File: config.mk
export PLATFORM = sky130hd
export DESIGN_NAME = frame_pkt_seq
export DESIGN_NICKNAME = d
export VERILOG_FILES = /design/src/rtl/fps_pkg.sv /design/src/rtl/fps_regs.sv /design/src/rtl/fps_seq.sv /design/src/rtl/frame_pkt_seq.sv
export SDC_FILE = /design/constraint.sdc
export NUM_CORES = 1
export LEC_CHECK = 0
export ABC_AREA = 1
export BUFFER_PORTS_ARGS = -buffer_cell sky130_fd_sc_hd__buf_2
export CAP_MARGIN = 20
export CORE_MARGIN = 4
export CORE_UTILIZATION = 63
export DETAILED_ROUTE_END_ITERATION = 16
export PLACE_DENSITY_LB_ADDON = 0.25
export SLEW_MARGIN = 20
export SYNTH_ARGS = -nofsm -noshare
export SYNTH_HDL_FRONTEND = slang
export SYNTH_SLANG_ARGS = --single-unit
File: constraint.sdc
create_clock -name clk -period 6.4 [get_ports clk]
set_input_delay 0.32 -clock clk [delete_from_list [all_inputs] [get_ports clk]]
set_output_delay 0.32 -clock clk [all_outputs]
set_load 0.01 [all_outputs]
File: src/rtl/fps_pkg.sv
`timescale 1ns/1ps
package fps_pkg;
   typedef enum logic [1:0] {
      SQ_IDLE,
      SQ_CTRL,
      SQ_VHDR,
      SQ_PAY
   } sq_state_t;

   localparam logic [3:0] PKT_CTRL  = 4'hF;
   localparam logic [3:0] PKT_VIDEO = 4'h0;

   // nibbles used to carry one frame dimension
   localparam int NIB_PER_DIM = 4;
   // index of the last control packet beat (type + 2 dims + interlace)
   localparam int CTRL_LAST   = 2 * NIB_PER_DIM + 1;

   localparam int RA_CTRL = 0;
   localparam int RA_STAT = 1;
   localparam int RA_SEL  = 2;
endpackage

File: src/rtl/fps_regs.sv
`timescale 1ns/1ps
module fps_regs
   import fps_pkg::*;
#(
   parameter int ADDR_W   = 4,
   parameter int REG_W    = 32,
   parameter int DIM_W    = 16,
   parameter int NUM_DESC = 2,
   parameter int SEL_W    = 1
) (
   input  logic                               clk,
   input  logic                               rst,
   input  logic [ADDR_W-1:0]                  addr,
   input  logic                               rd,
   input  logic                               wr,
   input  logic [REG_W-1:0]                   wdata,
   input  logic                               frame_done,
   output logic [REG_W-1:0]                   rdata,
   output logic                               run,
   output logic                               irq_en,
   output logic [SEL_W-1:0]                   sel,
   output logic [NUM_DESC-1:0][DIM_W-1:0]     dsc_w,
   output logic [NUM_DESC-1:0][DIM_W-1:0]     dsc_h,
   output logic [NUM_DESC-1:0][3:0]           dsc_il,
   output logic                               irq
);
   localparam int BANK_W = ADDR_W - 2;

   logic stat_done;
   logic wr_ctrl, wr_stat, wr_sel;
   logic unused_wbits;

   assign wr_ctrl = wr && (addr == ADDR_W'(RA_CTRL));
   assign wr_stat = wr && (addr == ADDR_W'(RA_STAT));
   assign wr_sel  = wr && (addr == ADDR_W'(RA_SEL));
   assign unused_wbits = ^wdata;

   always_ff @(posedge clk or posedge rst) begin
      if (rst) begin
         run       <= 1'b0;
         irq_en    <= 1'b0;
         sel       <= '0;
         stat_done <= 1'b0;
      end else begin
         if (wr_ctrl) begin
            run    <= wdata[0];
            irq_en <= wdata[1];
         end
         if (wr_sel && (wdata < REG_W'(NUM_DESC)))
            sel <= wdata[SEL_W-1:0];
         if (frame_done)
            stat_done <= 1'b1;
         else if (wr_stat && wdata[0])
            stat_done <= 1'b0;
      end
   end

   assign irq = stat_done & irq_en;

   for (genvar g = 0; g < NUM_DESC; g++) begin : g_desc
      logic [DIM_W-1:0] w_q, h_q;
      logic [3:0]       il_q;
      logic             hit;
      assign hit = wr && (addr[ADDR_W-1:2] == BANK_W'(g + 1));
      always_ff @(posedge clk or posedge rst) begin
         if (rst) begin
            w_q  <= '0;
            h_q  <= '0;
            il_q <= '0;
         end else if (hit) begin
            case (addr[1:0])
               2'd0:    w_q  <= wdata[DIM_W-1:0];
               2'd1:    h_q  <= wdata[DIM_W-1:0];
               2'd2:    il_q <= wdata[3:0];
               default: ;
            endcase
         end
      end
      assign dsc_w[g]  = w_q;
      assign dsc_h[g]  = h_q;
      assign dsc_il[g] = il_q;
   end

   always_comb begin
      rdata = '0;
      if (rd) begin
         if (addr == ADDR_W'(RA_CTRL))
            rdata[1:0] = {irq_en, run};
         else if (addr == ADDR_W'(RA_STAT))
            rdata[0] = stat_done;
         else if (addr == ADDR_W'(RA_SEL))
            rdata[SEL_W-1:0] = sel;
         else begin
            for (int i = 0; i < NUM_DESC; i++) begin
               if (addr[ADDR_W-1:2] == BANK_W'(i + 1)) begin
                  case (addr[1:0])
                     2'd0:    rdata[DIM_W-1:0] = dsc_w[i];
                     2'd1:    rdata[DIM_W-1:0] = dsc_h[i];
                     2'd2:    rdata[3:0]       = dsc_il[i];
                     default: ;
                  endcase
               end
            end
         end
      end
   end
endmodule

File: src/rtl/fps_seq.sv
`timescale 1ns/1ps
module fps_seq
   import fps_pkg::*;
#(
   parameter int DATA_W   = 24,
   parameter int DIM_W    = 16,
   parameter int NUM_DESC = 2,
   parameter int SEL_W    = 1
) (
   input  logic                            clk,
   input  logic                            rst,
   input  logic                            run,
   input  logic [SEL_W-1:0]                sel,
   input  logic [NUM_DESC-1:0][DIM_W-1:0]  dsc_w,
   input  logic [NUM_DESC-1:0][DIM_W-1:0]  dsc_h,
   input  logic [NUM_DESC-1:0][3:0]        dsc_il,
   input  logic [DATA_W-1:0]               px_data,
   input  logic                            px_valid,
   output logic                            px_ready,
   output logic [DATA_W-1:0]               st_data,
   output logic                            st_valid,
   input  logic                            st_ready,
   output logic                            st_sop,
   output logic                            st_eop,
   output logic                            frame_done
);
   localparam int PIX_W = 2 * DIM_W;

   sq_state_t        state;
   logic [3:0]       beat;
   logic [DIM_W-1:0] cur_w, cur_h;
   logic [3:0]       cur_il;
   logic [PIX_W-1:0] left;
   logic [PIX_W-1:0] frame_px;
   logic [15:0]      w16, h16;
   logic [3:0]       nib;
   logic [DATA_W-1:0] hdr_word;
   logic             fire;

   assign frame_px = {{DIM_W{1'b0}}, dsc_w[sel]} * {{DIM_W{1'b0}}, dsc_h[sel]};

   if (DIM_W == 16) begin : g_dim_full
      assign w16 = cur_w;
      assign h16 = cur_h;
   end else begin : g_dim_pad
      assign w16 = {{(16 - DIM_W){1'b0}}, cur_w};
      assign h16 = {{(16 - DIM_W){1'b0}}, cur_h};
   end

   always_comb begin
      if (state == SQ_VHDR)
         nib = PKT_VIDEO;
      else begin
         case (beat)
            4'd0:    nib = PKT_CTRL;
            4'd1:    nib = w16[15:12];
            4'd2:    nib = w16[11:8];
            4'd3:    nib = w16[7:4];
            4'd4:    nib = w16[3:0];
            4'd5:    nib = h16[15:12];
            4'd6:    nib = h16[11:8];
            4'd7:    nib = h16[7:4];
            4'd8:    nib = h16[3:0];
            4'd9:    nib = cur_il;
            default: nib = 4'h0;
         endcase
      end
   end

   if (DATA_W == 4) begin : g_hdr_narrow
      assign hdr_word = nib;
   end else begin : g_hdr_wide
      assign hdr_word = {{(DATA_W - 4){1'b0}}, nib};
   end

   assign st_valid = (state == SQ_CTRL) || (state == SQ_VHDR) ||
                     ((state == SQ_PAY) && px_valid);
   assign st_data  = (state == SQ_PAY) ? px_data : hdr_word;
   assign st_sop   = ((state == SQ_CTRL) && (beat == 4'd0)) || (state == SQ_VHDR);
   assign st_eop   = ((state == SQ_CTRL) && (beat == 4'(CTRL_LAST))) ||
                     ((state == SQ_VHDR) && (left == '0)) ||
                     ((state == SQ_PAY)  && (left == PIX_W'(1)));
   assign px_ready = (state == SQ_PAY) && st_ready;
   assign fire     = st_valid && st_ready;
   assign frame_done = fire && st_eop && ((state == SQ_VHDR) || (state == SQ_PAY));

   always_ff @(posedge clk or posedge rst) begin
      if (rst) begin
         state  <= SQ_IDLE;
         beat   <= '0;
         cur_w  <= '0;
         cur_h  <= '0;
         cur_il <= '0;
         left   <= '0;
      end else begin
         case (state)
            SQ_IDLE: begin
               if (run) begin
                  cur_w  <= dsc_w[sel];
                  cur_h  <= dsc_h[sel];
                  cur_il <= dsc_il[sel];
                  left   <= frame_px;
                  beat   <= '0;
                  state  <= SQ_CTRL;
               end
            end
            SQ_CTRL: begin
               if (fire) begin
                  if (beat == 4'(CTRL_LAST))
                     state <= SQ_VHDR;
                  else
                     beat <= beat + 4'd1;
               end
            end
            SQ_VHDR: begin
               if (fire)
                  state <= (left == '0) ? SQ_IDLE : SQ_PAY;
            end
            SQ_PAY: begin
               if (fire) begin
                  left <= left - PIX_W'(1);
                  if (left == PIX_W'(1))
                     state <= SQ_IDLE;
               end
            end
            default: state <= SQ_IDLE;
         endcase
      end
   end
endmodule

File: src/rtl/frame_pkt_seq.sv
`timescale 1ns/1ps
module frame_pkt_seq #(
   parameter int BPS      = 8,
   parameter int PLANES   = 3,
   parameter int DIM_W    = 16,
   parameter int NUM_DESC = 2,
   parameter int ADDR_W   = 4,
   parameter int REG_W    = 32,
   localparam int DATA_W  = BPS * PLANES
) (
   input  logic              clk,
   input  logic              rst,
   input  logic [ADDR_W-1:0] cfg_addr,
   input  logic              cfg_rd,
   input  logic              cfg_wr,
   input  logic [REG_W-1:0]  cfg_wdata,
   output logic [REG_W-1:0]  cfg_rdata,
   output logic              frame_irq,
   input  logic [DATA_W-1:0] pix_data,
   input  logic              pix_valid,
   output logic              pix_ready,
   output logic [DATA_W-1:0] vout_data,
   output logic              vout_valid,
   input  logic              vout_ready,
   output logic              vout_sop,
   output logic              vout_eop
);
   localparam int SEL_W = (NUM_DESC > 1) ? $clog2(NUM_DESC) : 1;

   if (DATA_W < 4) begin : g_chk_data
      $error("frame_pkt_seq: data path narrower than a type nibble");
   end
   if (DIM_W < 1 || DIM_W > 16) begin : g_chk_dim
      $error("frame_pkt_seq: DIM_W must be 1..16");
   end
   if (NUM_DESC < 1 || NUM_DESC + 1 > (1 << (ADDR_W - 2))) begin : g_chk_desc
      $error("frame_pkt_seq: descriptor count does not fit the address map");
   end
   if (REG_W < DIM_W || REG_W < SEL_W || REG_W < 4) begin : g_chk_reg
      $error("frame_pkt_seq: register width too small");
   end

   logic                           ctl_run, ctl_irq_en, seq_done;
   logic [SEL_W-1:0]               ctl_sel;
   logic [NUM_DESC-1:0][DIM_W-1:0] d_w, d_h;
   logic [NUM_DESC-1:0][3:0]       d_il;

   fps_regs #(
      .ADDR_W(ADDR_W), .REG_W(REG_W), .DIM_W(DIM_W),
      .NUM_DESC(NUM_DESC), .SEL_W(SEL_W)
   ) u_regs (
      .clk(clk), .rst(rst),
      .addr(cfg_addr), .rd(cfg_rd), .wr(cfg_wr), .wdata(cfg_wdata),
      .frame_done(seq_done), .rdata(cfg_rdata),
      .run(ctl_run), .irq_en(ctl_irq_en), .sel(ctl_sel),
      .dsc_w(d_w), .dsc_h(d_h), .dsc_il(d_il), .irq(frame_irq)
   );

   fps_seq #(
      .DATA_W(DATA_W), .DIM_W(DIM_W), .NUM_DESC(NUM_DESC), .SEL_W(SEL_W)
   ) u_seq (
      .clk(clk), .rst(rst), .run(ctl_run), .sel(ctl_sel),
      .dsc_w(d_w), .dsc_h(d_h), .dsc_il(d_il),
      .px_data(pix_data), .px_valid(pix_valid), .px_ready(pix_ready),
      .st_data(vout_data), .st_valid(vout_valid), .st_ready(vout_ready),
      .st_sop(vout_sop), .st_eop(vout_eop), .frame_done(seq_done)
   );
endmodule

* Yosys cells after proc, flatten, opt, wreduce, memory -nomap -nowiden
Index checks and enable logic that the tools add are counted. Widths: inputs -> output; s select.
Cells by class: muxes and demuxes 39, $lt $le $gt $ge 2, bitwise operators 1, $add $sub $neg 2, multipliers 1, equality and inequality tests 26, reductions and logical operators 40
Operator list (count):
- $mux 16 | 7
- $mux 32 | 2
- $pmux 32 s2 | 1
- $pmux 12 s2 | 2
- $pmux 4 s10 | 1
- $eq 32x1->1 const B | 1
- $logic_not 32->1 | 1
- $lt 32x2->1 const B | 1
- $mul 16x16->32 | 1
- $sub 32x1->32 const B | 1
- $mux 15 | 2
- $mux 24 | 1
- $mux 4 | 6
- $pmux 4 s3 | 2
- $eq 4x3->1 const B | 4
- $logic_and 1x1->1 | 16
- $mux 2 | 8
- $mux 14 | 1
- $reduce_and 2->1 | 7
- $eq 4x2->1 const B | 3
- $eq 2x2->1 const B | 4
- $eq 4x1->1 const B | 2
- $eq 4x4->1 const B | 2
- $logic_not 4->1 | 2
- 15 further kinds | 33
Word-level totals: bits of input ports 66, output and inout bits 61, word-level logic and storage cells 127, register bits 150

* Depth between registers and ports, before layout
Gate-level depths: netlist of the first run.
depth in word-level cells 9, depth in mapped cells 32, depth with buffers taken out 30

* Modules after synthesis
From an unflattened synthesis of the first run, not the netlist that was laid out.
Second synthesis, totals: cell total of the unflattened synthesis 2476, area, all modules 17958.5 um2
By module, submodules not included:
- fps_seq | instances 1, sequential area each 1851.8 um2, cells each 2010, area each 14212.4 um2
- fps_regs | instances 1, sequential area each 1901.8 um2, cells each 466, area each 3746.1 um2

* Least setup slack after synthesis of the first run
OpenSTA, ideal clock, no wires.
path kind register to register, start point register u_regs.sel, end point register u_seq.left[15], path buffers 3, slack 0.775 ns, cell stages (with the launch flop) 25, clock period less this slack 5.625 ns, required time 6.273 ns, library setup time 0.127 ns, arrival 5.498 ns, cell sequence dfrtp_1 buf_2 buf_2 o21ai_1 buf_2 nor2_1 fa_1 inv_1 fa_1 fa_1 inv_1 fa_1 fa_1 inv_1 fa_1 inv_1 ha_1 nand2_1 inv_1 nand2_1 nand2_1 nand3b_1 or2_2 nand2_1 a31oi_1
On the way: longest elaborated chain between the ends 5, elaborated cells on any way between the ends 7, those cells by class 1 x mul; 6 x mux
RTL lines:
- start: declaration | RTL line fps_regs.sv:21 | output logic [SEL_W-1:0] sel,
- start signal: assignment | RTL line fps_regs.sv:50 | sel <= wdata[SEL_W-1:0];
- $mux 16 (not written as such) (2 in a row) | RTL line fps_seq.sv:40 | assign frame_px = {{DIM_W{1'b0}}, dsc_w[sel]} * {{DIM_W{1'b0}}, dsc_h[sel]};
- $mul 16x16->32 (*) | RTL line fps_seq.sv:40
- $mux 32 (*) | RTL line fps_seq.sv:98 | if (run) begin
- $pmux 32 s2 (*) | RTL line fps_seq.sv:96 | case (state)
- end signal: assignment | RTL line fps_seq.sv:102 | left <= frame_px;
- end signal: assignment | RTL line fps_seq.sv:121 | left <= left - PIX_W'(1);
- end: declaration | RTL line fps_seq.sv:33 | logic [PIX_W-1:0] left;
Mark *: on every way between the ends. The rest lies on a longest branch, timed or not. The select of a mux whose other input is x is not followed. A chain may end at the register's enable or synchronous reset.

* Worst setup path in the final report of the first run
start point register u_regs.sel, end point register u_seq.left[28]
The elaborated chain is that of the path after synthesis.

==> results of run 1 <==
[layout by cell type, fill, tap and decap left out, types with 9 or more instances in the layout]
| cell | n |
|---|---|
| nand2_1 | 617 |
| inv_1 | 493 |
| nor2_1 | 259 |
| fa_1 | 194 |
| o21ai_0 | 151 |
| dfrtp_1 | 149 |
| buf_2 | 110 |
| ha_1 | 109 |
| nand3_1 | 82 |
| a21oi_1 | 76 |
| buf_4 | 69 |
| inv_2 | 28 |
| o21ai_1 | 26 |
| o22ai_1 | 21 |
| nand4_1 | 17 |
| clkbuf_16 | 17 |
| conb_1 | 16 |
| nor3_1 | 15 |
| o21ai_2 | 13 |
| or2_2 | 13 |
| nor2_2 | 11 |
| xor2_1 | 10 |
| a221oi_1 | 10 |
| nor2_4 | 9 |
| a31oi_1 | 9 |
[state kept, by name, summed over array words and instances, names as in the netlist, 4 cells and up]
signal / count
u_seq.left: 32
u_regs.g_desc.h_q: 32
u_seq.cur_h: 16
u_seq.cur_il: 4
u_regs.g_desc.w_q: 32
u_seq.beat: 4
u_regs.g_desc.il_q: 8
u_seq.cur_w: 16
[cell usage after synthesis, drive strengths merged, types with 3 or more instances]
cell / instances / area share [%]
clkinv: 3 / 0.063
nand2: 627 / 13
nor4: 7 / 0.24
nor2: 280 / 6.3
or2: 14 / 0.49
o22ai: 21 / 0.73
nand3: 88 / 2.6
fa: 194 / 22
o221ai: 6 / 0.29
nand4: 17 / 0.59
o21ai: 191 / 5.6
a31oi: 9 / 0.31
a21oi: 81 / 2.3
xor2: 10 / 0.49
a221oi: 10 / 0.49
inv: 523 / 11
ha: 114 / 8.0
buf: 67 / 2.3
clkbuf: 22 / 0.46
a211oi: 3 / 0.13
dfrtp: 150 / 21
nand3b: 4 / 0.17
a22oi: 3 / 0.13
o211ai: 3 / 0.15
nor3: 16 / 0.48
a22o: 3 / 0.15
[layout make-up]
class                      instances  area [um^2]
clock buffer                      18          429
clock inverter                    14          181
fill                            2371         8100
inverter                         526         1980
multi-input combinational       1730        11800
sequential                       150         3750
tap                              378          473
timing repair buffer             185         1180
[per-layer routing]
| metal | vias to the layer above | track usage, % | wire, um |
|---|---|---|---|
| met5 | - | 0 | 0 |
| met4 | 0 | 12.5 | 2110 |
| met3 | 169 | 8.29 | 6480 |
| met2 | 1027 | 57.2 | 25000 |
| met1 | 7969 | 52.3 | 22700 |
| li1 | 7814 | - | - |
[final timing paths]
path	start	to	slack, ns	depth (start not counted)
max	u_regs.sel	u_seq.left[28]	0.23	27
min	rst	u_seq.state[1]	0.07	2
max reg2reg	u_regs.sel	u_seq.left[28]	0.23	27
min reg2reg	u_regs.g_desc[1].w_q[1]	u_regs.g_desc[1].w_q[1]	0.49	2
max in group asynchronous	rst	u_regs.g_desc[0].w_q[9]	5.06	3
min in group clk	cfg_wdata[10]	u_regs.g_desc[1].h_q[10]	0.11	3
[metrics by stage]
| step | TNS (ns) | util (%) | std cells |
|---|---|---|---|
| final | 0 | 71.0 | 3001 |
| after floorplan | 0 | - | 2495 |
| after CTS | 0 | 70.6 | 3000 |
| after global routing | -0.0312 | 71.0 | 3001 |
| after global placement | 0 | 68.4 | 2968 |
| after detailed placement | 0 | 68.4 | 2968 |
[critical path: stages, from the launching register on]
cell and delay, ns:
dfrtp_2 0.47, buf_12 0.18, nand2_1 0.09, o21ai_2 0.12, inv_1 0.22, buf_4 0.22, nand2_1 0.09, fa_1 0.54
inv_1 0.05, fa_1 0.48, fa_1 0.58, fa_1 0.43, fa_1 0.49, inv_1 0.05, fa_1 0.54, inv_1 0.07
ha_1 0.34, nand2_1 0.08, nand2_1 0.07, inv_1 0.12, nand2_1 0.09, nand2_1 0.09, nand2_1 0.08, a21oi_2 0.16
nand2_1 0.07, nand2_1 0.06, nand3_1 0.10, a21oi_1 0.18
[cells by family after synthesis]
family / Yosys count / share of synthesized area (%)
simple gates: 1054 / 24.2
buf+inv: 615 / 13.8
compound gates: 340 / 10.7
fa+ha+maj: 308 / 29.7
flops: 150 / 21.0
xor+xnor: 12 / 0.587
other cells: 1 / 0.0210
[repair_timing]
action	in CTS	in global routing
gates resized for setup	0	31
setup endpoints to repair	0	21
buffers inserted	0	1
==> results.cfg, run 1 <==
[drt]
remaining_drc_errors = 0
vias = 16979
postRouteAntennaNets = 0
drtIter0Drc = 1889
drt-vias-per-instance = 5.66
dr.pass1.iters = 8
wl_um = 56300
post_drt_wl_per_cell_um = 18.7

[clocking]
postCtsHoldBufs = 0
clock_sinks = 150
clk_pin_slew_worst_paths_ns = 0.08
clk_latency_ns = 0.45
cts_tree = built
clockBufferDepth = 2
cts-root-buf = clkbuf_16
cts_buffers = 17
cts.htree.levels = 4

[placed_design]
hpwl_um = 44600
dp_slack_ns = 0.0753
placed_cell_area_um2 = 19100
io_buffers = 110
gp_congestion = 1.05

[timing]
slew_headroom_pct = 37.3
finalHoldViolCount = 0
fin_ws_ns = 0.234
fin_worst_skew_ns = 0.0226
hold_slack_ns = 0.0721
setup_viol = 0
final-max-slew-violation-count = 0
finalCriticalPeriod_ns = 6.17
min_period_over_period_pct = 96.3
fmax_ghz = 0.162
worst_pin_slew_ns = 0.940

[floorplanning]
die_w_um = 177
start_util_pct = 64.1
core_um2 = 27900
die_area_um2 = 31200
pin_count = 127
row_count = 61
die_y_um = 177

[yosys]
syn-cell-area_um2 = 17900
async_flop_share_pct = 100
synth.distinct_cells = 53
ys_ff_latch = 150
syn_avg_cell_area_um2 = 7.21
synth-seq-area-share_pct = 21.0
yosysWarnings = 0
synth_edf_count = 0
synth_flop_cell = dfrtp_1
syn_inst = 2480

[finish]
design_area_um2 = 19800
drive_gt1_share_pct = 12.4
nets = 2984
num_antenna_cells = 0
area_delta_synth_final_pct = 10.9

[grt]
grt_pass1_wl_um = 91000
antenna_found_initial = 0
grt_use_total_pct = 37.1
grt_start_max_net_pins = 101
grt_overflow = 0
grt_pass1_vias = 16915

[setup_path]
end_kind = flip-flop
arrival_ns = 6.52
critPathLaunchType = flip-flop
critPathRequiredTime_ns = 6.76
critPathKind = reg2reg
cp_max_fo = 23

[job]
cap_violations = 0

[hold_path]
worst_hold_path_type = in2async

[status]
status = finished, final reports clean
Power of run 1 is left out: the tool's default activity adds up to more than one toggle a clock period on the data nets, which glitch-free logic cannot reach.
==> run 2, diff against run 1 <==
--- a/config.mk
+++ b/config.mk
@@ -5,7 +5,6 @@
 export SDC_FILE = /design/constraint.sdc
 export NUM_CORES = 1
 export LEC_CHECK = 0
-export ABC_AREA = 1
 export BUFFER_PORTS_ARGS = -buffer_cell sky130_fd_sc_hd__buf_2
 export CAP_MARGIN = 20
 export CORE_MARGIN = 4
==> results.cfg, run 2 <==
[yosys]
syn_avg_cell_area_um2 = 9.08
synth_flop_cell = dfrtp_1
synth_top_area_share_pct = 23.2
synth_area_leaders = fa_1 (23%), dfrtp_1 (22%), ha_1 (8.5%), mux2_2 (7.0%), inv_1 (5.5%)
async_flop_share_pct = 100
syn-cell-area_um2 = 16700
ys_ff_latch = 150
syn_inst = 1843
synth_edf_count = 0
yosysMostFrequentCell = inv_1
synth_area_leader_cell = fa_1
yosysWarnings = 0
synth-seq-area-share_pct = 22.4
synth.distinct_cells = 63
synthTopCellsByCount = inv_1 (246), nor2_1 (210), nand2_1 (206)

[clocking]
clock_sinks = 150
cts.htree.levels = 4
clk_pin_slew_worst_paths_ns = 0.08
clockBufferDepth = 2
postCtsHoldBufs = 0
clk_latency_ns = 0.44
cts-root-buf = clkbuf_16
cts_tree = built
cts_buffers = 17

[timing]
finalHoldViolCount = 4
rsz0062_at_grt = yes
fin_ws_ns = -0.0265
fmax_ghz = 0.156
hold_slack_ns = -0.00581
finalCriticalPeriod_ns = 6.43
setup_viol = 3
min_period_over_period_pct = 100
slew_headroom_pct = 30.9
worst_pin_slew_ns = 1.03
fin_worst_skew_ns = 0.0139
final-max-slew-violation-count = 0

[drt]
drt-vias-per-instance = 6.16
remaining_drc_errors = 0
vias = 14800
post_drt_wl_per_cell_um = 20.7
drtIter0Drc = 1676
dr.pass1.iters = 8
postRouteAntennaNets = 0
wl_um = 49800

[finish]
final_cell_mix = inv_1 (235), nor2_1 (203), nand2_1 (201)
reg.largest.list = u_regs.g_desc.h_q: 32 flops, u_regs.g_desc.w_q: 32 flops, u_seq.left: 32 flops
nets = 2428
fillers = 1713
multi_input_area_um2 = 12300
final_cell_count_no_fill = 2402
drive_gt1_share_pct = 24.3
layout.area.seq_um2 = 3760
layout_commonest_cell = inv_1
area_delta_synth_final_pct = 19.2
num_antenna_cells = 0

[placed_design]
dp_cells = 2329
gp_congestion = 1.00
io_buffers = 110
hpwl_um = 37400

[floorplanning]
die_area_um2 = 29200
die_y_um = 171
pin_count = 127
start_util_pct = 64.2
die_w_um = 171
row_count = 59
core_um2 = 26100

[setup_path]
end_kind = flip-flop
critPathRequiredTime_ns = 6.73
critPathLaunchType = flip-flop
cp_max_fo = 7
rrSetupSlack_ns = -0.03
arrival_ns = 6.76
reg2reg_from = u_regs.sel
r2r-end = u_seq.left[31]
critPathKind = reg2reg
r2r_cells = 22

[grt]
grt_pass1_wl_um = 76700
grt_use_total_pct = 33.5
grt_pass1_vias = 14642
antenna_found_initial = 0
grt_start_max_net_pins = 94
grt_overflow = 0

[hold_path]
worst_hold_path_type = in2async

[status]
status = finished with violations
violations = negative hold slack, negative setup slack

[job]
cap_violations = 0
-- run 2: cell types whose count changed after synthesis, moves of 29 or more --
| cell | before | now |
|---|---|---|
| nor2_1 | 266 | 210 |
| buf_2 | 40 | 3 |
| mux2_2 | 0 | 104 |
| o21ai_0 | 152 | 53 |
| nand2_1 | 620 | 206 |
| nand3_1 | 85 | 15 |
| clkbuf_1 | 22 | 64 |
| mux2i_1 | 0 | 63 |
| o21ai_1 | 29 | 0 |
| inv_1 | 500 | 246 |
-- run 2: layout make-up --
| type | count | share of cell area (%) |
|---|---|---|
| multi-input cells | 1368 | 61.5 |
| flip-flops and latches | 150 | 18.8 |
| repair buffers | 271 | 9.80 |
| inverters | 246 | 4.66 |
| clock buffers | 18 | 2.20 |
| well taps | 335 | 2.10 |
| clock inverters | 14 | 0.910 |
-- run 2: kinds of logic after synthesis --
family,after synthesis,share of synthesized area [%]
simple gates,557,14.7
buf+inv,340,8.01
fa+ha+maj,308,31.7
compound gates,295,11.0
mux,168,10.8
flops,150,22.4
xor+xnor,24,1.26
other cells,1,0.0224
-- run 2: critical path, cell delays in order (launching register included) --
cell and delay, ns:
dfrtp_4 0.57, buf_12 0.18, buf_4 0.14, mux2i_4 0.25
buf_6 0.16, nor2_1 0.06, fa_1 0.51, inv_1 0.06
fa_1 0.48, inv_1 0.05, fa_1 0.50, fa_1 0.52
fa_1 0.52, inv_1 0.07, fa_1 0.53, inv_1 0.07
ha_4 0.27, buf_6 0.11, nand4_1 0.20, o31ai_4 0.36
o221ai_2 0.15, or4_1 0.39, and3_1 0.17
-- run 2: layer usage --
metal  GRT usage, %  vias up  routed length, um
li1               -     6492                  -
met1           43.7     7325              18500
met2           56.5      810              24800
met3           5.31      173               4370
met4           13.4        0               2150
met5              0        -                  0
-- run 2: per-stage QoR --
stage	setup TNS [ns]	utilization (%)	instance area, um^2	worst slack [ns]
final	-0.0445	76.5	19900	-0.0265
after global routing	-1.41	76.5	19900	-0.198
after CTS	0	74.3	19400	0.000314
after detailed placement	-0.703	70.7	18400	-0.135
after global placement	0	70.7	18400	0.0184
after floorplan	0	-	16900	0.0205
-- run 2: how the worst max path moves through the flow --
stage                     end  slack [ns]        from
2_1_floorplan  u_seq.left[31]        0.02  u_regs.sel
3_3_place_gp   u_seq.left[25]        0.02  u_regs.sel
3_5_place_dp   u_seq.left[20]       -0.13  u_regs.sel
4_1_cts        u_seq.left[22]      0.0003  u_regs.sel
5_1_grt        u_seq.left[21]       -0.20  u_regs.sel
6_report       u_seq.left[31]       -0.03  u_regs.sel
-- run 2: repair_timing --
action | CTS | global route
gates cloned | 2 | 0
hold endpoints to repair | 0 | 0
gates resized for setup | 30 | 93
setup endpoints to repair | 11 | 21
buffers inserted | 18 | 22
pin swaps | 9 | 49
Power of run 2 is left out for the same reason.
==> run 3, diff against run 2 <==
--- a/config.mk
+++ b/config.mk
@@ -7,6 +7,7 @@
 export LEC_CHECK = 0
 export BUFFER_PORTS_ARGS = -buffer_cell sky130_fd_sc_hd__buf_2
 export CAP_MARGIN = 20
+export CORE_ASPECT_RATIO = 1.75
 export CORE_MARGIN = 4
 export CORE_UTILIZATION = 63
 export DETAILED_ROUTE_END_ITERATION = 16
==> results.cfg, run 3 (synthesis gave the netlist of run 2 again) <==
[finish]
layout.area.seq_um2 = 3760
drive_gt1_share_pct = 27.0
multi_input_area_um2 = 12300
design_area_um2 = 20300
num_antenna_cells = 0
final_cell_mix = inv_1 (224), nand2_1 (197), nor2_1 (196)
layout_commonest_cell = inv_1
area_delta_synth_final_pct = 21.2
nets = 2470
reg.largest.list = u_regs.g_desc.h_q: 32 flops, u_regs.g_desc.w_q: 32 flops, u_seq.left: 32 flops
fillers = 1741

[floorplanning]
die_y_um = 224
pin_count = 127
core_um2 = 26100
start_util_pct = 64.2
die_w_um = 131
row_count = 78
die_area_um2 = 29300

[placed_design]
gp_congestion = 1.05
io_buffers = 110
placed_cell_area_um2 = 18700
hpwl_um = 39700

[setup_path]
end_kind = flip-flop
critPathLaunchType = flip-flop
startpoint = u_regs.sel
reg2reg_from = u_regs.sel
cp_max_fo = 8
arrival_ns = 6.91
critPathRequiredTime_ns = 6.74
critPathKind = reg2reg

[grt]
grtUsageMet2_pct = 63.3
grt_pass1_wl_um = 82100
antenna_found_initial = 0
use_met3_pct = 5.12
top_usage_layer = met2
grt_use_total_pct = 35.6
grt_pass1_vias = 15536
grt_use_met1_pct = 38.6
grt_start_max_net_pins = 94
grt_overflow = 0

[timing]
setup_viol = 14
worst_pin_slew_ns = 1.15
fin_ws_ns = -0.170
fin_worst_skew_ns = 0.0130
fmax_ghz = 0.152
finalCriticalPeriod_ns = 6.57
slew_headroom_pct = 22.2
min_period_over_period_pct = 103
finalHoldViolCount = 0
rsz0062_at_grt = yes
final-max-slew-violation-count = 0

[drt]
postRouteAntennaNets = 0
dr.pass1.iters = 6
vias = 14912
drt-vias-per-instance = 6.14
wl_um = 53100
post_drt_wl_per_cell_um = 21.9
remaining_drc_errors = 0
drtIter0Drc = 1385

[clocking]
clock_sinks = 150
clk_latency_ns = 0.45
postCtsHoldBufs = 0
cts_buffers = 17
clockBufferDepth = 2
clk_pin_slew_worst_paths_ns = 0.07
cts_tree = built
cts.htree.levels = 4
cts-root-buf = clkbuf_16

[hold_path]
worst_hold_path_type = in2async

[job]
cap_violations = 0

[status]
violations = negative setup slack
status = finished with violations
-- run 3: cell types whose count changed in the layout (fill, tap and decap cells not counted), sizes merged --
cell	before	now
clkinv	3	2
buf	271	312
inv	254	255
mux2i	63	64
-- run 3: routing by layer --
metal  wire, um  part of all wire, %  vias to the layer above
li1           -                    -                     6577
met1      18000                   34                     7377
met2      26900                   51                      727
met3       3240                  6.1                      231
met5          0                    0                        -
met4       4990                  9.4                        0
-- run 3: worst max-delay path: stages, from the launching register on --
cell and delay [ns]:
dfrtp_4 0.53, buf_12 0.17, buf_8 0.13, buf_4 0.14, mux2i_1 0.21, nor2_1 0.11
fa_1 0.55, inv_1 0.06, fa_1 0.52, inv_1 0.05, fa_2 0.58, fa_1 0.45
fa_1 0.50, inv_1 0.05, fa_1 0.52, inv_2 0.05, ha_4 0.27, buf_6 0.12
nand4_1 0.19, o31ai_4 0.38, o221ai_2 0.16, or4_1 0.48, and3_1 0.19
-- run 3: repair_timing --
item                                    CTS  global route
gates cloned                              1             0
endpoints found under the setup margin   13            19
pin swaps                                26            65
buffers inserted                         19            20
resized for setup                        57           101
-- run 3: final timing paths --
kind	to	slack, ns	cells past startpoint
min	u_seq.cur_il[1]	0.007	2
max reg2reg	u_seq.left[31]	-0.17	22
max in group asynchronous	u_regs.sel	4.90	3
min reg2reg	u_seq.left[5]	0.51	1
min in group clk	u_regs.g_desc[1].w_q[10]	0.16	2
max	u_seq.left[31]	-0.17	22
-- run 3: cell type report --
cell class,instances,share of cell area [%]
multi-input combinational,1369,60.8
sequential,150,18.5
timing repair buffer,312,11.1
inverter,246,4.58
clock buffer,18,2.12
tap,320,1.98
clock inverter,14,0.883
-- run 3: stage by stage --
stage / utilization (%) / cells / setup slack, ns / TNS, ns / hold WS (ns)
final: 77.8 / 2429 / -0.170 / -1.30 / 0.00709
after global routing: 77.8 / 2429 / -0.304 / -4.19 / 0.0678
after CTS: 75.8 / 2409 / -0.0116 / -0.0116 / 0.0466
after detailed placement: 71.8 / 2359 / -0.301 / -2.00 / 0.497
after global placement: 71.8 / 2359 / -0.323 / -1.31 / 0.483
after floorplan: - / 1858 / 0.0205 / 0 / 0.466
Power of run 3 is left out for the same reason.
